[config.mk]
export PLATFORM = sky130hd
export DESIGN_NAME = bloom_rebuild_sched
export DESIGN_NICKNAME = d
export VERILOG_FILES = /design/src/rtl/bloom_rebuild_pkg.sv /design/src/rtl/rbs_fifo.sv /design/src/rtl/rbs_flags.sv /design/src/rtl/rbs_pacer.sv /design/src/rtl/bloom_rebuild_sched.sv
export SDC_FILE = /design/constraint.sdc
export NUM_CORES = 1
export LEC_CHECK = 0
export BUFFER_PORTS_ARGS = -buffer_cell sky130_fd_sc_hd__buf_2
export CAP_MARGIN = 20
export CORE_UTILIZATION = 30
export DETAILED_ROUTE_END_ITERATION = 7
export GPL_TIMING_DRIVEN = 0
export MAX_ROUTING_LAYER = met4
export SETUP_SLACK_MARGIN = 0.15
export SYNTH_ARGS = -nofsm -noshare
export SYNTH_HDL_FRONTEND = slang
export SYNTH_SLANG_ARGS = --single-unit
[constraint.sdc]
create_clock -name clk_i -period 4.64 [get_ports clk_i]
set_input_delay 0.464 -clock clk_i [delete_from_list [all_inputs] [get_ports clk_i]]
set_output_delay 0.464 -clock clk_i [all_outputs]
set_load 0.005 [all_outputs]
[src/rtl/bloom_rebuild_pkg.sv]
package bloom_rebuild_pkg;
  typedef enum logic [1:0] {
    ENQ_NONE  = 2'd0,
    ENQ_REQ   = 2'd1,
    ENQ_RETRY = 2'd2
  } enq_src_e;
endpackage

[src/rtl/rbs_fifo.sv]
module rbs_fifo #(
  parameter int unsigned DEPTH = 4,
  parameter int unsigned W     = 4,
  localparam int unsigned PTR_W = (DEPTH > 1) ? $clog2(DEPTH) : 1,
  localparam int unsigned CNT_W = $clog2(DEPTH + 1)
) (
  input  logic             clk_i,
  input  logic             rst_ni,
  input  logic             push_i,
  input  logic [W-1:0]     push_data_i,
  input  logic             pop_i,
  output logic [W-1:0]     head_o,
  output logic [CNT_W-1:0] count_o,
  output logic             full_o,
  output logic             empty_o
);
  localparam logic [PTR_W-1:0] LAST = PTR_W'(DEPTH - 1);

  logic [W-1:0]     mem_q [DEPTH];
  logic [PTR_W-1:0] wr_q, rd_q;
  logic [CNT_W-1:0] cnt_q;

  assign head_o  = mem_q[rd_q];
  assign count_o = cnt_q;
  assign full_o  = (cnt_q == CNT_W'(DEPTH));
  assign empty_o = (cnt_q == '0);

  always_ff @(posedge clk_i or negedge rst_ni) begin
    if (!rst_ni) begin
      wr_q  <= '0;
      rd_q  <= '0;
      cnt_q <= '0;
    end else begin
      if (push_i) wr_q <= (wr_q == LAST) ? '0 : wr_q + 1'b1;
      if (pop_i)  rd_q <= (rd_q == LAST) ? '0 : rd_q + 1'b1;
      case ({push_i, pop_i})
        2'b10:   cnt_q <= cnt_q + 1'b1;
        2'b01:   cnt_q <= cnt_q - 1'b1;
        default: cnt_q <= cnt_q;
      endcase
    end
  end

  for (genvar g = 0; g < DEPTH; g++) begin : g_slot
    always_ff @(posedge clk_i or negedge rst_ni) begin
      if (!rst_ni)                                mem_q[g] <= '0;
      else if (push_i && wr_q == PTR_W'(g))       mem_q[g] <= push_data_i;
    end
  end

  p_no_overflow_r11: assert property (@(posedge clk_i) disable iff (!rst_ni)
    push_i |-> !full_o);
  p_no_underflow_r7: assert property (@(posedge clk_i) disable iff (!rst_ni)
    pop_i |-> !empty_o);
  p_count_bound_r11: assert property (@(posedge clk_i) disable iff (!rst_ni)
    cnt_q <= CNT_W'(DEPTH));
endmodule

[src/rtl/rbs_flags.sv]
module rbs_flags
  import bloom_rebuild_pkg::*;
#(
  parameter int unsigned N = 16,
  localparam int unsigned IDX_W = (N > 1) ? $clog2(N) : 1
) (
  input  logic             clk_i,
  input  logic             rst_ni,
  input  logic             req_valid_i,
  input  logic [IDX_W-1:0] req_idx_i,
  input  logic             acc_valid_i,
  input  logic [IDX_W-1:0] acc_idx_i,
  input  logic             full_i,
  input  logic             pop_i,
  input  logic [IDX_W-1:0] pop_idx_i,
  output logic             push_o,
  output logic [IDX_W-1:0] push_idx_o,
  output logic [N-1:0]     pending_o
);
  logic [N-1:0] inq_q, pend_q;
  logic         req_new, req_push, req_park, retry;
  enq_src_e     src;

  assign req_new  = req_valid_i && !inq_q[req_idx_i];
  assign req_push = req_new && !full_i;
  assign req_park = req_new && full_i;
  // a request pushed this cycle owns the slot; retry waits
  assign retry    = acc_valid_i && pend_q[acc_idx_i] && !full_i && !req_push;

  always_comb begin
    src = ENQ_NONE;
    if (req_push)   src = ENQ_REQ;
    else if (retry) src = ENQ_RETRY;
  end

  assign push_o     = (src != ENQ_NONE);
  assign push_idx_o = (src == ENQ_RETRY) ? acc_idx_i : req_idx_i;
  assign pending_o  = pend_q;

  for (genvar g = 0; g < N; g++) begin : g_arr
    logic hit_push, hit_pop, hit_park;
    assign hit_push = push_o && (push_idx_o == IDX_W'(g));
    assign hit_pop  = pop_i && (pop_idx_i == IDX_W'(g));
    assign hit_park = req_park && (req_idx_i == IDX_W'(g));

    always_ff @(posedge clk_i or negedge rst_ni) begin
      if (!rst_ni) begin
        inq_q[g]  <= 1'b0;
        pend_q[g] <= 1'b0;
      end else begin
        if (hit_push)     inq_q[g] <= 1'b1;
        else if (hit_pop) inq_q[g] <= 1'b0;
        if (hit_push)      pend_q[g] <= 1'b0;
        else if (hit_park) pend_q[g] <= 1'b1;
      end
    end
  end

  p_pend_excl_r4: assert property (@(posedge clk_i) disable iff (!rst_ni)
    (pend_q & inq_q) == '0);
  p_retry_wait_r6: assert property (@(posedge clk_i) disable iff (!rst_ni)
    (req_push && acc_valid_i && pend_q[acc_idx_i] && acc_idx_i != req_idx_i)
      |=> pend_q[$past(acc_idx_i)]);
  p_dup_block_r3: assert property (@(posedge clk_i) disable iff (!rst_ni)
    (req_valid_i && inq_q[req_idx_i] && !pop_i) |=> inq_q[$past(req_idx_i)]);
endmodule

[src/rtl/rbs_pacer.sv]
module rbs_pacer #(
  parameter int unsigned PERIOD_W = 8
) (
  input  logic                clk_i,
  input  logic                rst_ni,
  input  logic                count_en_i,
  input  logic [PERIOD_W-1:0] period_i,
  output logic                fire_o
);
  logic [PERIOD_W-1:0] cnt_q;
  logic [PERIOD_W:0]   cnt_next, eff;

  assign eff      = (period_i == '0) ? (PERIOD_W+1)'(1) : {1'b0, period_i};
  assign cnt_next = {1'b0, cnt_q} + (PERIOD_W+1)'(1);
  assign fire_o   = count_en_i && (cnt_next >= eff);

  always_ff @(posedge clk_i or negedge rst_ni) begin
    if (!rst_ni)         cnt_q <= '0;
    else if (fire_o)     cnt_q <= '0;
    else if (count_en_i) cnt_q <= cnt_next[PERIOD_W-1:0];
  end

  p_cnt_restart_r7: assert property (@(posedge clk_i) disable iff (!rst_ni)
    fire_o |=> cnt_q == '0);
  p_cnt_hold_r9: assert property (@(posedge clk_i) disable iff (!rst_ni)
    !count_en_i |=> $stable(cnt_q));
endmodule

[src/rtl/bloom_rebuild_sched.sv]
module bloom_rebuild_sched #(
  parameter int unsigned NUM_ARRAYS  = 16,
  parameter int unsigned QUEUE_DEPTH = 4,
  parameter int unsigned PERIOD_W    = 8,
  localparam int unsigned IDX_W = (NUM_ARRAYS > 1) ? $clog2(NUM_ARRAYS) : 1,
  localparam int unsigned CNT_W = $clog2(QUEUE_DEPTH + 1)
) (
  input  logic                  clk_i,
  input  logic                  rst_ni,
  input  logic                  enable_i,
  input  logic [PERIOD_W-1:0]   period_i,
  input  logic                  req_valid_i,
  input  logic [IDX_W-1:0]      req_idx_i,
  input  logic                  acc_valid_i,
  input  logic [IDX_W-1:0]      acc_idx_i,
  output logic                  issue_valid_o,
  output logic [IDX_W-1:0]      issue_idx_o,
  output logic [NUM_ARRAYS-1:0] pending_o,
  output logic [CNT_W-1:0]      queue_count_o,
  output logic                  queue_full_o,
  output logic                  queue_empty_o
);
  logic             push, fire, count_en;
  logic [IDX_W-1:0] push_idx, head;

  assign count_en = enable_i && acc_valid_i && !queue_empty_o;

  rbs_flags #(.N(NUM_ARRAYS)) u_flags (
    .clk_i, .rst_ni,
    .req_valid_i, .req_idx_i,
    .acc_valid_i, .acc_idx_i,
    .full_i     (queue_full_o),
    .pop_i      (fire),
    .pop_idx_i  (head),
    .push_o     (push),
    .push_idx_o (push_idx),
    .pending_o
  );

  rbs_fifo #(.DEPTH(QUEUE_DEPTH), .W(IDX_W)) u_fifo (
    .clk_i, .rst_ni,
    .push_i      (push),
    .push_data_i (push_idx),
    .pop_i       (fire),
    .head_o      (head),
    .count_o     (queue_count_o),
    .full_o      (queue_full_o),
    .empty_o     (queue_empty_o)
  );

  rbs_pacer #(.PERIOD_W(PERIOD_W)) u_pacer (
    .clk_i, .rst_ni,
    .count_en_i (count_en),
    .period_i,
    .fire_o     (fire)
  );

  always_ff @(posedge clk_i or negedge rst_ni) begin
    if (!rst_ni) begin
      issue_valid_o <= 1'b0;
      issue_idx_o   <= '0;
    end else begin
      issue_valid_o <= fire;
      if (fire) issue_idx_o <= head;
    end
  end

  p_issue_gated_r9: assert property (@(posedge clk_i) disable iff (!rst_ni)
    issue_valid_o |-> $past(enable_i) && $past(acc_valid_i));
  p_period_one_r8: assert property (@(posedge clk_i) disable iff (!rst_ni)
    (enable_i && acc_valid_i && !queue_empty_o && period_i <= PERIOD_W'(1))
      |=> issue_valid_o);
  p_issue_drains_r7: assert property (@(posedge clk_i) disable iff (!rst_ni)
    (issue_valid_o && !$past(req_valid_i) && !$past(acc_valid_i && |pending_o))
      |-> queue_count_o == $past(queue_count_o) - 1'b1);
endmodule

## Word level (Yosys, flattened, before mapping)

Index checks and enable logic that the tools add are counted.

| storage, ports and cells | value |
|---|---|
| bits in read-only memories | 0 |
| bits in writable memories | 0 |
| word-level logic and storage cells | 291 |
| register bits | 68 |
| bits in latches | 0 |
| memories kept | 0 |

| operators by class | value |
|---|---|
| $mul | 0 |
| $add $sub $neg | 5 |
| multiplexer cells | 80 |
| bitwise logic cells | 1 |
| order comparisons | 4 |
| equal/unequal tests | 53 |
| reductions and logical operators | 106 |
| div/mod/pow operators | 0 |
| shift-type cells | 0 |

Operator list:

| operator | count |
|---|---|
| 4-bit == test (second input constant) | 24 |
| 2-bit nonzero test | 35 |
| 1-bit two-way mux | 66 |
| 1-bit logical AND | 61 |
| 4-bit by 3-bit == test with 1-bit output (second input constant) | 12 |
| 4-bit by 2-bit == test with 1-bit output (second input constant) | 6 |
| 8-bit two-way mux | 3 |
| 4-bit by 1-bit == test with 1-bit output (second input constant) | 3 |
| 4-bit logical NOT | 3 |
| 4-bit two-way mux | 3 |
| 2-bit == test (second input constant) | 5 |
| 4-bit by 5-bit less-than comparator with 1-bit output (second input constant) | 2 |
| 8-bit by 1-bit adder with 9-bit output (second input constant) | 1 |
| 9-bit greater-or-equal comparator | 1 |
| 1-bit binary-select mux with 4-bit select | 2 |
| 4-bit binary-select mux with 2-bit select | 1 |
| 8-bit logical NOT | 1 |
| 2-bit two-way mux | 4 |
| 3-bit one-hot mux with 2 select lines | 1 |
| 2-bit by 1-bit adder with 2-bit output (second input constant) | 2 |
| 2-bit by 1-bit == test with 1-bit output (second input constant) | 2 |
| 1-bit logical NOT | 4 |
| 3-bit by 1-bit adder with 3-bit output (second input constant) | 1 |
| 3-bit == test (second input constant) | 1 |
| 5 further kinds | 5 |

## Longest topological paths before layout

Gate-level depths: netlist of run 1.

| logic depth | value |
|---|---|
| depth in word-level cells | 14 |
| mapped depth | 16 |
| gate-level depth less buffers | 16 |

## By module

Synthesis of run 1 repeated with hierarchy kept, for this count alone.

| second synthesis, totals | value |
|---|---|
| cells, all modules | 400 |
| area, all modules | 4265.3 µm² |

Modules (own cells, without submodules):

| module | cells each | sequential area each (µm²) | area each (µm²) | instances |
|---|---|---|---|---|
| rbs_flags | 220 | 800.8 | 2177.1 | 1 |
| rbs_fifo | 75 | 575.6 | 1081.0 | 1 |
| rbs_pacer | 95 | 200.2 | 828.3 | 1 |
| bloom_rebuild_sched | 10 | 125.1 | 178.9 | 1 |

## Worst setup path after synthesis of run 1

OpenSTA, ideal clock, no wires.

| timing path | value |
|---|---|
| kind | reg-to-reg |
| start | register u_pacer.cnt_q[0] |
| end | register u_fifo.cnt_q[1] (netlist: u_fifo.count_o[1]) |
| library setup time | 83 ps |
| required time | 4557 ps |
| buffers on the path | 0 |
| path slack | 1151 ps |
| arrival | 3407 ps |
| stages on the path, launching flop included | 14 |
| cell sequence | dfrtp_1 -> ha_1 -> and3_1 -> xor2_1 -> ha_1 -> a21o_1 -> a221o_1 -> a31o_2 -> a21oi_1 -> nor2_1 -> ha_1 -> inv_1 -> fa_1 -> o21ai_0 |

| on the way | value |
|---|---|
| cells in the longest elaborated chain, start to end | 5 |

RTL lines:

| item | RTL line | RTL |
|---|---|---|
| from (decl) | rbs_pacer.sv:10 | `logic [PERIOD_W-1:0] cnt_q;` |
| from (signal assigned) | rbs_pacer.sv:20 | `else if (count_en_i) cnt_q <= cnt_next[PERIOD_W-1:0];` |
| 8-bit by 1-bit adder with 9-bit output * | rbs_pacer.sv:14 | `assign cnt_next = {1'b0, cnt_q} + (PERIOD_W+1)'(1);` |
| 9-bit greater-or-equal comparator * | rbs_pacer.sv:15 | `assign fire_o = count_en_i && (cnt_next >= eff);` |
| 1-bit logical AND * | rbs_pacer.sv:15 |  |
| net fire | bloom_rebuild_sched.sv:23 | `logic push, fire, count_en;` |
| 2-bit by 1-bit == test with 1-bit output / 2-bit == test (equally long branches) | rbs_fifo.sv:36 | `case ({push_i, pop_i})` |
| 3-bit one-hot mux with 2 select lines / 2-bit nonzero test (equally long branches) | -- |  |
| to (signal assigned) | rbs_fifo.sv:37 | `2'b10: cnt_q <= cnt_q + 1'b1;` |
| to (signal assigned) | rbs_fifo.sv:38 | `2'b01: cnt_q <= cnt_q - 1'b1;` |
| to (signal assigned) | rbs_fifo.sv:39 | `default: cnt_q <= cnt_q;` |
| to (decl) | rbs_fifo.sv:21 | `logic [CNT_W-1:0] cnt_q;` |

The timed path passes the listed nets; every way through them passes the cells marked *.
A chain may end at the register's enable or synchronous reset.

## Worst setup path in the final report of run 1

| timing path | value |
|---|---|
| start | register u_pacer.cnt_q[2] |
| end | register u_fifo.cnt_q[1] (netlist: u_fifo.count_o[1]) |

The elaborated chain is that of the path after synthesis.

==> reports/metrics.cfg, run 1 <==
[outcome]
status = completed

[grt]
grt_util_all_layers = 0.1611
overflow = 0
grt_pass1_vias = 3209
grt_pass1_wl_um = 16790
antenna_found_initial = 0
grt_max_degree = 69

[detailed_routing]
route.vias.total = 3217
via_per_inst = 5.353
wl_per_cell_um = 17.65
drc_errors = 0
ant_nets = 0
drt_pass1_iterations = 5
drt_iter0_drc = 268
routed_wl_um = 10610

[timing]
clock.fmax_mhz = 259.6
fin_skew_ps = 9.822
setup_tns_ps = 0
hold_viol = 0
slew_headroom = 0.4198
timing.final.setup_violations = 0
post-route-period-util = 0.8301
layout_setup_ws_ps = 788.3
finalCriticalPeriod_ps = 3852
rsz0062_at_grt = no
drv_slew = 0
worst_pin_slew_ps = 870.3

[worst_setup_path]
worstSetupPathType = register to register
cp_slowest_cell = dfrtp_1
rrSetupSlack_ps = 790
cp_top_family = compound AO/OA/AOI/OAI gates
cp_cell_sequence = and3_1, and3_1, nand3_1, xnor2_1, ha_1, and3_1, a221o_1, a31o_2, a21oi_2, nor2_1, ha_1, inv_1, fa_1, o21ai_0
cpPeakStageDelay_ps = 460
end_kind = register
arrival_ps = 4110
critPathMaxFanout = 8
critPathLaunchType = register
cp.required_ps = 4900
path_buf_inv = 1
cp_common_cell = and3_1

[finish]
drive_gt1_frac = 0.2753
fillers = 1289
diodes = 0
areaGrowthSynthToFinish_pct = 18.55
fin_nets = 457
ff_latch_area_sq_um = 1702
multi_input_area_sq_um = 2213

[place]
gp_congestion = 0.9159
post-place-ws_ps = 463.4
dp_hpwl_um = 8070
port_buffers = 44

[die]
dieArea_sq_um = 13960
boundaryPins = 47
rows = 42
die_x_um = 118.1
die-height_um = 118.1
start_util = 0.3068
coreArea_sq_um = 13190

[yosys]
synth_area_leaders = dfrtp_1 (42%), mux2_2 (8.1%), ha_1 (4.6%)
syn_inst = 365
synth.top_cells.by_count = dfrtp_1 (68), mux2_2 (29), nor2_1 (23)
synth.most_common_cell = dfrtp_1
ys_dominant_reg_cell = dfrtp_1
ys_seq_elements = 68
synth_top_cell_area_share = 0.4205
synth_cell_types = 57
yosys_warnings = 0
syn-cell-area_sq_um = 4046
synth_nets = 402
avgSynthCellArea_sq_um = 11.09
synth-async-reset-ratio = 1.000
synth-edff-count = 0
yosysTopAreaCell = dfrtp_1
yosysSeqAreaShare = 0.4205

[clock_tree]
clk_latency_ps = 340
cts_tree = yes
clockBufferDepth = 2
htree_levels = 3
clkSinkCount = 68
holdBufCountCts = 0
path_clk_slew_ps = 60
cts_root_buf = clkbuf_16
numCtsBuffers = 9

[power_and_ir_drop]
p_leak_nw = 2.241
ir_drop_mv = 0.2101
power_density_nw_per_um2 = 547.3

[min_path]
min_path_type = input pin to asynchronous set/reset pin

[run]
cap_violations = 0

[power by group]
| group | switching [mW] | total [mW] | internal, mW |
|---|---|---|---|
| logic | 0.480 | 0.944 | 0.464 |
| registers | 0.165 | 0.988 | 0.823 |
| clock network | 0.262 | 0.693 | 0.431 |
[routing by layer]
metal  part of all wire  vias up  wire length [um]  track usage
met1               0.43     1607              4568       0.1985
met4              0.030        0               319      0.07612
met3              0.060       28               634      0.03330
met2               0.48      104              5087       0.2529
met5                  0        -                 0            -
li1                   -     1478                 -            -
[flip-flops by register name (all words and copies together), names as in the netlist]
signal	cells
u_flags.inq_q	16
u_fifo.count_o	3
u_pacer.cnt_q	8
u_fifo.rd_q	2
u_fifo.mem_q	16
issue_idx_o	4
u_fifo.wr_q	2
issue_valid_o	1
u_flags.pending_o	16
[what timing repair did]
action | in CTS | in global routing
endpoints found under the hold margin | 0 | 0
buffers inserted | 0 | 0
gates resized for setup | 0 | 1
setup endpoints to repair | 0 | 2
[placed cells by master (no fill, tap or decap), types with 5 or more instances in the layout]
cell type	n
dfrtp_1	68
buf_2	43
mux2_2	29
nor2_1	23
inv_1	20
mux2i_1	15
ha_1	15
a21o_1	13
a21oi_1	13
nand2_1	12
nor3_1	12
clkbuf_1	9
nand3_1	9
nand2b_1	9
clkbuf_16	9
nor2b_1	8
mux4_2	7
a22o_1	7
a211o_1	7
o21ai_0	7
and3_1	6
xor2_1	5
o22ai_1	5
o41ai_1	5
[layout make-up]
cell class	count	share of cell area
Buffer	12	0.01252
Clock buffer	11	0.05060
Clock inverter	5	0.01278
Inverter	20	0.01565
Multi-Input combinational cell	265	0.4614
Sequential cell	68	0.3547
Tap cell	176	0.04591
Timing Repair Buffer	44	0.04643
[path summary, 6_finish.rpt]
kind | startpoint | endpoint | cells after the start
max in group asynchronous | rst_ni | u_fifo.mem_q[13] | 1
hold reg to reg | u_flags.inq_q[7] | u_flags.inq_q[7] | 1
min in group clk_i | u_flags.inq_q[7] | u_flags.inq_q[7] | 1
setup / recovery | u_pacer.cnt_q[2] | u_fifo.count_o[1] | 14
hold / removal | rst_ni | u_flags.pending_o[8] | 1
setup reg to reg | u_pacer.cnt_q[2] | u_fifo.count_o[1] | 14
[metrics by stage]
stage / hold WS (ps) / power, mW / cells / instance area [sq um] / util
floorplan: 168.4 / 1.617 / 365 / 4046 / -
global placement: 457.7 / 1.896 / 585 / 4487 / 0.3402
detailed placement: 467.7 / 1.938 / 585 / 4489 / 0.3404
CTS: 291.1 / 2.641 / 601 / 4793 / 0.3634
global route: 326.1 / 2.789 / 601 / 4797 / 0.3637
finish: 244.4 / 2.626 / 601 / 4797 / 0.3637
[kinds of logic after synthesis]
family                     Yosys count  share of synthesized area
muxes                               53                     0.1642
and+or+nand+nor                    107                     0.1589
xor gates and xnor gates             9                    0.01948
adders and majority gates           16                    0.05133
buffers and inverters               32                    0.03339
DFF                                 68                     0.4205
AOI/OAI and AO/OA                   80                     0.1521
(Power assumes the default switching activity.)
==> run 2, diff against run 1 <==
==> constraint.sdc (replaced) <==
create_clock -name clk_i -period 3.71 [get_ports clk_i]
set_input_delay 0.371 -clock clk_i [delete_from_list [all_inputs] [get_ports clk_i]]
set_output_delay 0.371 -clock clk_i [all_outputs]
set_load 0.005 [all_outputs]
==> run 2 against run 1 <==
Clock power rose by 25%. Non-clock buffer count grew 5. Count of clock-buffer cells in the layout stayed put. Final cell count increased by 0.83%. Maximum frequency increased by 15%. Register-to-register slack lost 440 ps. Highest routed layer unchanged.
==> reports/metrics.cfg, run 2 (synthesis gave the netlist of run 1 again) <==
[outcome]
status = completed

[min_path]
min_path_type = input pin to asynchronous set/reset pin

[detailed_routing]
top_layer = met4
dr_wl_met3_um = 526
dr_wl_met2_um = 5160
wl_met1_um = 4700
drt_iter0_drc = 237
wl_per_cell_um = 17.65
route.vias.total = 3229
ant_nets = 0
via_per_inst = 5.328
drt_pass1_iterations = 4
drc_errors = 0
routed_wl_um = 10700

[worst_setup_path]
critPathMaxFanout = 8
rrSetupSlack_ps = 350
critPathLaunch = u_pacer.cnt_q[0]
timing.rr.start = u_pacer.cnt_q[0]
arrival_ps = 3580
worstSetupPathType = register to register
setup.worst_path.end = u_fifo.count_o[2]
critPathLaunchType = register
ff2ff_path_depth = 15
cp.required_ps = 3930
r2r-end = u_fifo.count_o[2]
end_kind = register

[finish]
ff_latch_area_sq_um = 1703
fillers = 1283
final_cell_mix = dfrtp_1 (67), buf_2 (43), mux2_2 (29)
fin_util = 0.3686
stdcell_area_sq_um = 4862
fin_nets = 462
drive_gt1_frac = 0.2953
areaGrowthSynthToFinish_pct = 20.16
diodes = 0
multi_input_area_sq_um = 2240
final_common_cell = dfrtp_1
final_cells = 606

[clock_tree]
path_clk_slew_ps = 60
cts_root_buf = clkbuf_16
clk_latency_ps = 340
numCtsBuffers = 9
clockBufferDepth = 2
htree_levels = 3
cts_tree = yes
clkSinkCount = 68

[place]
post-place-ws_ps = -466.6
dp_hpwl_um = 8070
gp_congestion = 0.9159
place_area_sq_um = 4489
dpl.cell_count = 585
port_buffers = 44

[die]
coreArea_sq_um = 13190
rows = 42
die_x_um = 118.1
die-height_um = 118.1
start_util = 0.3068
dieArea_sq_um = 13960
boundaryPins = 47

[run]
cap_violations = 0

[timing]
setup_tns_ps = 0
worst_pin_slew_ps = 871.3
clock.fmax_mhz = 297.5
rsz0062_at_grt = no
fin_skew_ps = 9.537
slew_headroom = 0.4191
hold_viol = 0
finalCriticalPeriod_ps = 3361
drv_slew = 0
post-route-period-util = 0.9059
holdWs_ps = 163.1
layout_setup_ws_ps = 349.1
timing.final.setup_violations = 0

[grt]
overflow = 0
grt_pass1_vias = 3215
grt_pass1_wl_um = 16840
grt_max_degree = 69
antenna_found_initial = 0
grt_util_all_layers = 0.1614

[power_and_ir_drop]
p_leak_nw = 2.273
ir_drop_mv = 0.2623
power_density_nw_per_um2 = 683.0
power_mw = 3.321

run 2: cell types whose count changed in the layout (fill, tap and decap cells not counted), sizes merged:
cell and delta:
buf +5
run 2: what timing repair did:
action | in CTS | in global routing
hold buffers | 0 | 0
endpoints found under the setup margin | 9 | 2
gates resized for setup | 3 | 6
setup buffers | 1 | 4
run 2: how the worst min path moves through the flow:
stage,from,end,cells past startpoint
floorplan,rst_ni,issue_idx_o[0],0
global placement,u_flags.inq_q[7],u_flags.inq_q[7],1
detailed placement,u_flags.inq_q[7],u_flags.inq_q[7],1
CTS,rst_ni,u_flags.pending_o[8],1
global route,rst_ni,u_flags.pending_o[8],1
finish,rst_ni,u_flags.pending_o[8],1
run 2: final cells by class:
type | count | area share
Clock inverter | 5 | 0.01261
Clock buffer | 11 | 0.04992
Sequential cell | 68 | 0.3502
Buffer | 12 | 0.01235
Tap cell | 176 | 0.04529
Inverter | 20 | 0.01544
Multi-Input combinational cell | 265 | 0.4606
Timing Repair Buffer | 49 | 0.05353
run 2: per-layer routing:
layer | track usage | vias to the layer above
met5 | - | -
met4 | 0.07372 | 0
met3 | 0.03330 | 26
met2 | 0.2548 | 84
met1 | 0.1988 | 1631
li1 | - | 1488
run 2: power breakdown:
part           internal [mW]  total, mW  switching [mW]
Combinational          0.606       1.23           0.620
Clock                  0.539      0.863           0.324
Sequential              1.03       1.23           0.202
Total                   2.18       3.32            1.15
run 2: worst max-delay path, cell delays in order, from the launching register on:
cell     delay (ps)
dfrtp_1         450
ha_2            270
and3_1          240
xor2_1          180
ha_1            260
and3_1          200
a221o_1         320
a31o_2          240
a21oi_4         160
nor2_4           90
ha_1            230
inv_1            80
fa_1            180
xor2_1          150
nor2_1           60
xor2_1          140
==> run 3, diff against run 2 <==
--- a/config.mk
+++ b/config.mk
@@ -7,6 +7,7 @@
 export LEC_CHECK = 0
 export BUFFER_PORTS_ARGS = -buffer_cell sky130_fd_sc_hd__buf_2
 export CAP_MARGIN = 20
+export CORE_ASPECT_RATIO = 1.2
 export CORE_UTILIZATION = 30
 export DETAILED_ROUTE_END_ITERATION = 7
 export GPL_TIMING_DRIVEN = 0
==> run 3 against run 2 <==
Utilization is 0.23 points lower. Critical path depth is 1 higher. Die area hardly changed. Critical endpoint unchanged. Worst setup slack better by 29 ps. Clock skew is 2.3 ps higher. Largest power group unchanged.
==> reports/metrics.cfg, run 3 (synthesis gave the netlist of run 1 again) <==
[timing]
slew_headroom = 0.3915
worst_pin_slew_ps = 900.1
clock.fmax_mhz = 300.1
finalCriticalPeriod_ps = 3332
drv_slew = 0
layout_setup_ws_ps = 377.7
hold_viol = 0
post-route-period-util = 0.8982
holdWs_ps = 139.6
timing.final.setup_violations = 0
rsz0062_at_grt = no
fin_skew_ps = 11.88

[grt]
antenna_found_initial = 0
overflow = 0
grt_pass1_vias = 3220
grt_util_all_layers = 0.1623
grt_max_degree = 69
grt_pass1_wl_um = 16640

[clock_tree]
htree_levels = 3
cts_root_buf = clkbuf_16
path_clk_slew_ps = 60
holdBufCountCts = 0
clockBufferDepth = 2
numCtsBuffers = 9
clkSinkCount = 68
clk_latency_ps = 340
cts_tree = yes

[worst_setup_path]
cp_cell_sequence = and3_1, and3_2, nand3_1, xnor2_2, ha_1, and3_1, a221o_1, a31o_2, a21oi_4, nor2_4, ha_1, inv_1, fa_1, xor2_1, nor2_1, xor2_1
critPathLaunchType = register
arrival_ps = 3550
ff2ff_path_depth = 16
critPathMaxFanout = 8
end_kind = register
path_buf_inv = 1
cp_top_family = simple AND/OR/NAND/NOR gates
worstSetupPathType = register to register
cp.depth = 16
timing.rr.start = u_pacer.cnt_q[2]
rrSetupSlack_ps = 380
setup.worst_path.end = u_fifo.count_o[2]
cp_slowest_cell = dfrtp_2
cp.required_ps = 3930
critPathLaunch = u_pacer.cnt_q[2]
cpPeakStageDelay_ps = 410
r2r-end = u_fifo.count_o[2]

[die]
die_x_um = 108.0
die-height_um = 129.2
start_util = 0.3070
boundaryPins = 47
dieArea_sq_um = 13960
coreArea_sq_um = 13180
rows = 46

[place]
dp_hpwl_um = 8085
gp_congestion = 0.9123
post-place-ws_ps = -400.1
port_buffers = 44
place_area_sq_um = 4479

[detailed_routing]
drt_pass1_iterations = 5
wl_per_cell_um = 17.63
drc_errors = 0
routed_wl_um = 10480
route.vias.total = 3181
ant_nets = 0
via_per_inst = 5.355
drt_iter0_drc = 166

[power_and_ir_drop]
power_density_nw_per_um2 = 683.0
ir_drop_mv = 0.2558
clockPowerShare = 0.266
comb_power_share = 0.360
power_mw = 3.298
p_int_mw = 2.148
p_seq_frac = 0.373
p_switching_mw = 1.150
p_sw_frac = 0.3488
p_leak_nw = 2.261

[finish]
final_cell_mix = dfrtp_1 (66), buf_2 (43), mux2_2 (29)
areaGrowthSynthToFinish_pct = 19.33
fillers = 1293
multi_input_area_sq_um = 2240
ff_latch_area_sq_um = 1704
drive_gt1_frac = 0.2934
final_common_cell = dfrtp_1
stdcell_area_sq_um = 4828
diodes = 0
fin_util = 0.3663
fin_nets = 458

[outcome]
status = completed

[run]
cap_violations = 0

[min_path]
min_path_type = input pin to asynchronous set/reset pin

run 3: how the worst min path moves through the flow:
stage | from | slack, ps | cells past startpoint | end
6_report | rst_ni | 140 | 1 | u_flags.pending_o[1]
5_1_grt | rst_ni | 230 | 1 | u_flags.pending_o[0]
4_1_cts | rst_ni | 190 | 1 | u_flags.pending_o[0]
3_5_place_dp | u_flags.inq_q[4] | 470 | 1 | u_flags.inq_q[4]
3_3_place_gp | u_flags.inq_q[4] | 460 | 1 | u_flags.inq_q[4]
2_1_floorplan | rst_ni | 80 | 0 | issue_idx_o[0]
run 3: worst reg2reg max path, cell delays in order, from the launching register on:
cell and delay, ps:
dfrtp_2 410, and3_1 180, and3_2 230, nand3_1 130
xnor2_2 170, ha_1 310, and3_1 160, a221o_1 320
a31o_2 250, a21oi_4 150, nor2_4 90, ha_1 230
inv_1 80, fa_1 190, xor2_1 140, nor2_1 60
xor2_1 130
run 3: final cells by class:
cell class                 instances  area share
clock buffer                       9     0.04664
sequential                        68      0.3529
multi-input combinational        265      0.4639
tap                              168     0.04353
timing repair buffer              45     0.04768
inverter                          20     0.01555
clock inverter                     7     0.01736
buffer                            12     0.01244
run 3: metrics by stage:
| stage | instances | setup TNS, ps |
|---|---|---|
| CTS | 594 | 0 |
| finish | 594 | 0 |
| floorplan | 365 | 0 |
| detailed placement | 577 | -826.7 |
| global placement | 577 | -681.5 |
| global route | 594 | 0 |
run 3: power groups by stage:
stage | sequential (mW) | combinational (mW) | clock, mW
after floorplan | 1.20 | 0.824 | 0
after global placement | 1.23 | 1.15 | 0
after detailed placement | 1.24 | 1.19 | 0
after CTS | 1.23 | 1.20 | 0.893
after global routing | 1.27 | 1.33 | 0.922
final | 1.23 | 1.19 | 0.878
run 3: routing by layer:
metal,wire length [um],track usage
met2,5419,0.2701
met4,353,0.08300
met5,0,-
met3,466,0.03320
met1,4235,0.1835
run 3: timing repair:
item,in CTS,in global routing
setup buffers,1,0
setup endpoints to repair,3,2
pin swaps,0,0
resized for setup,3,7
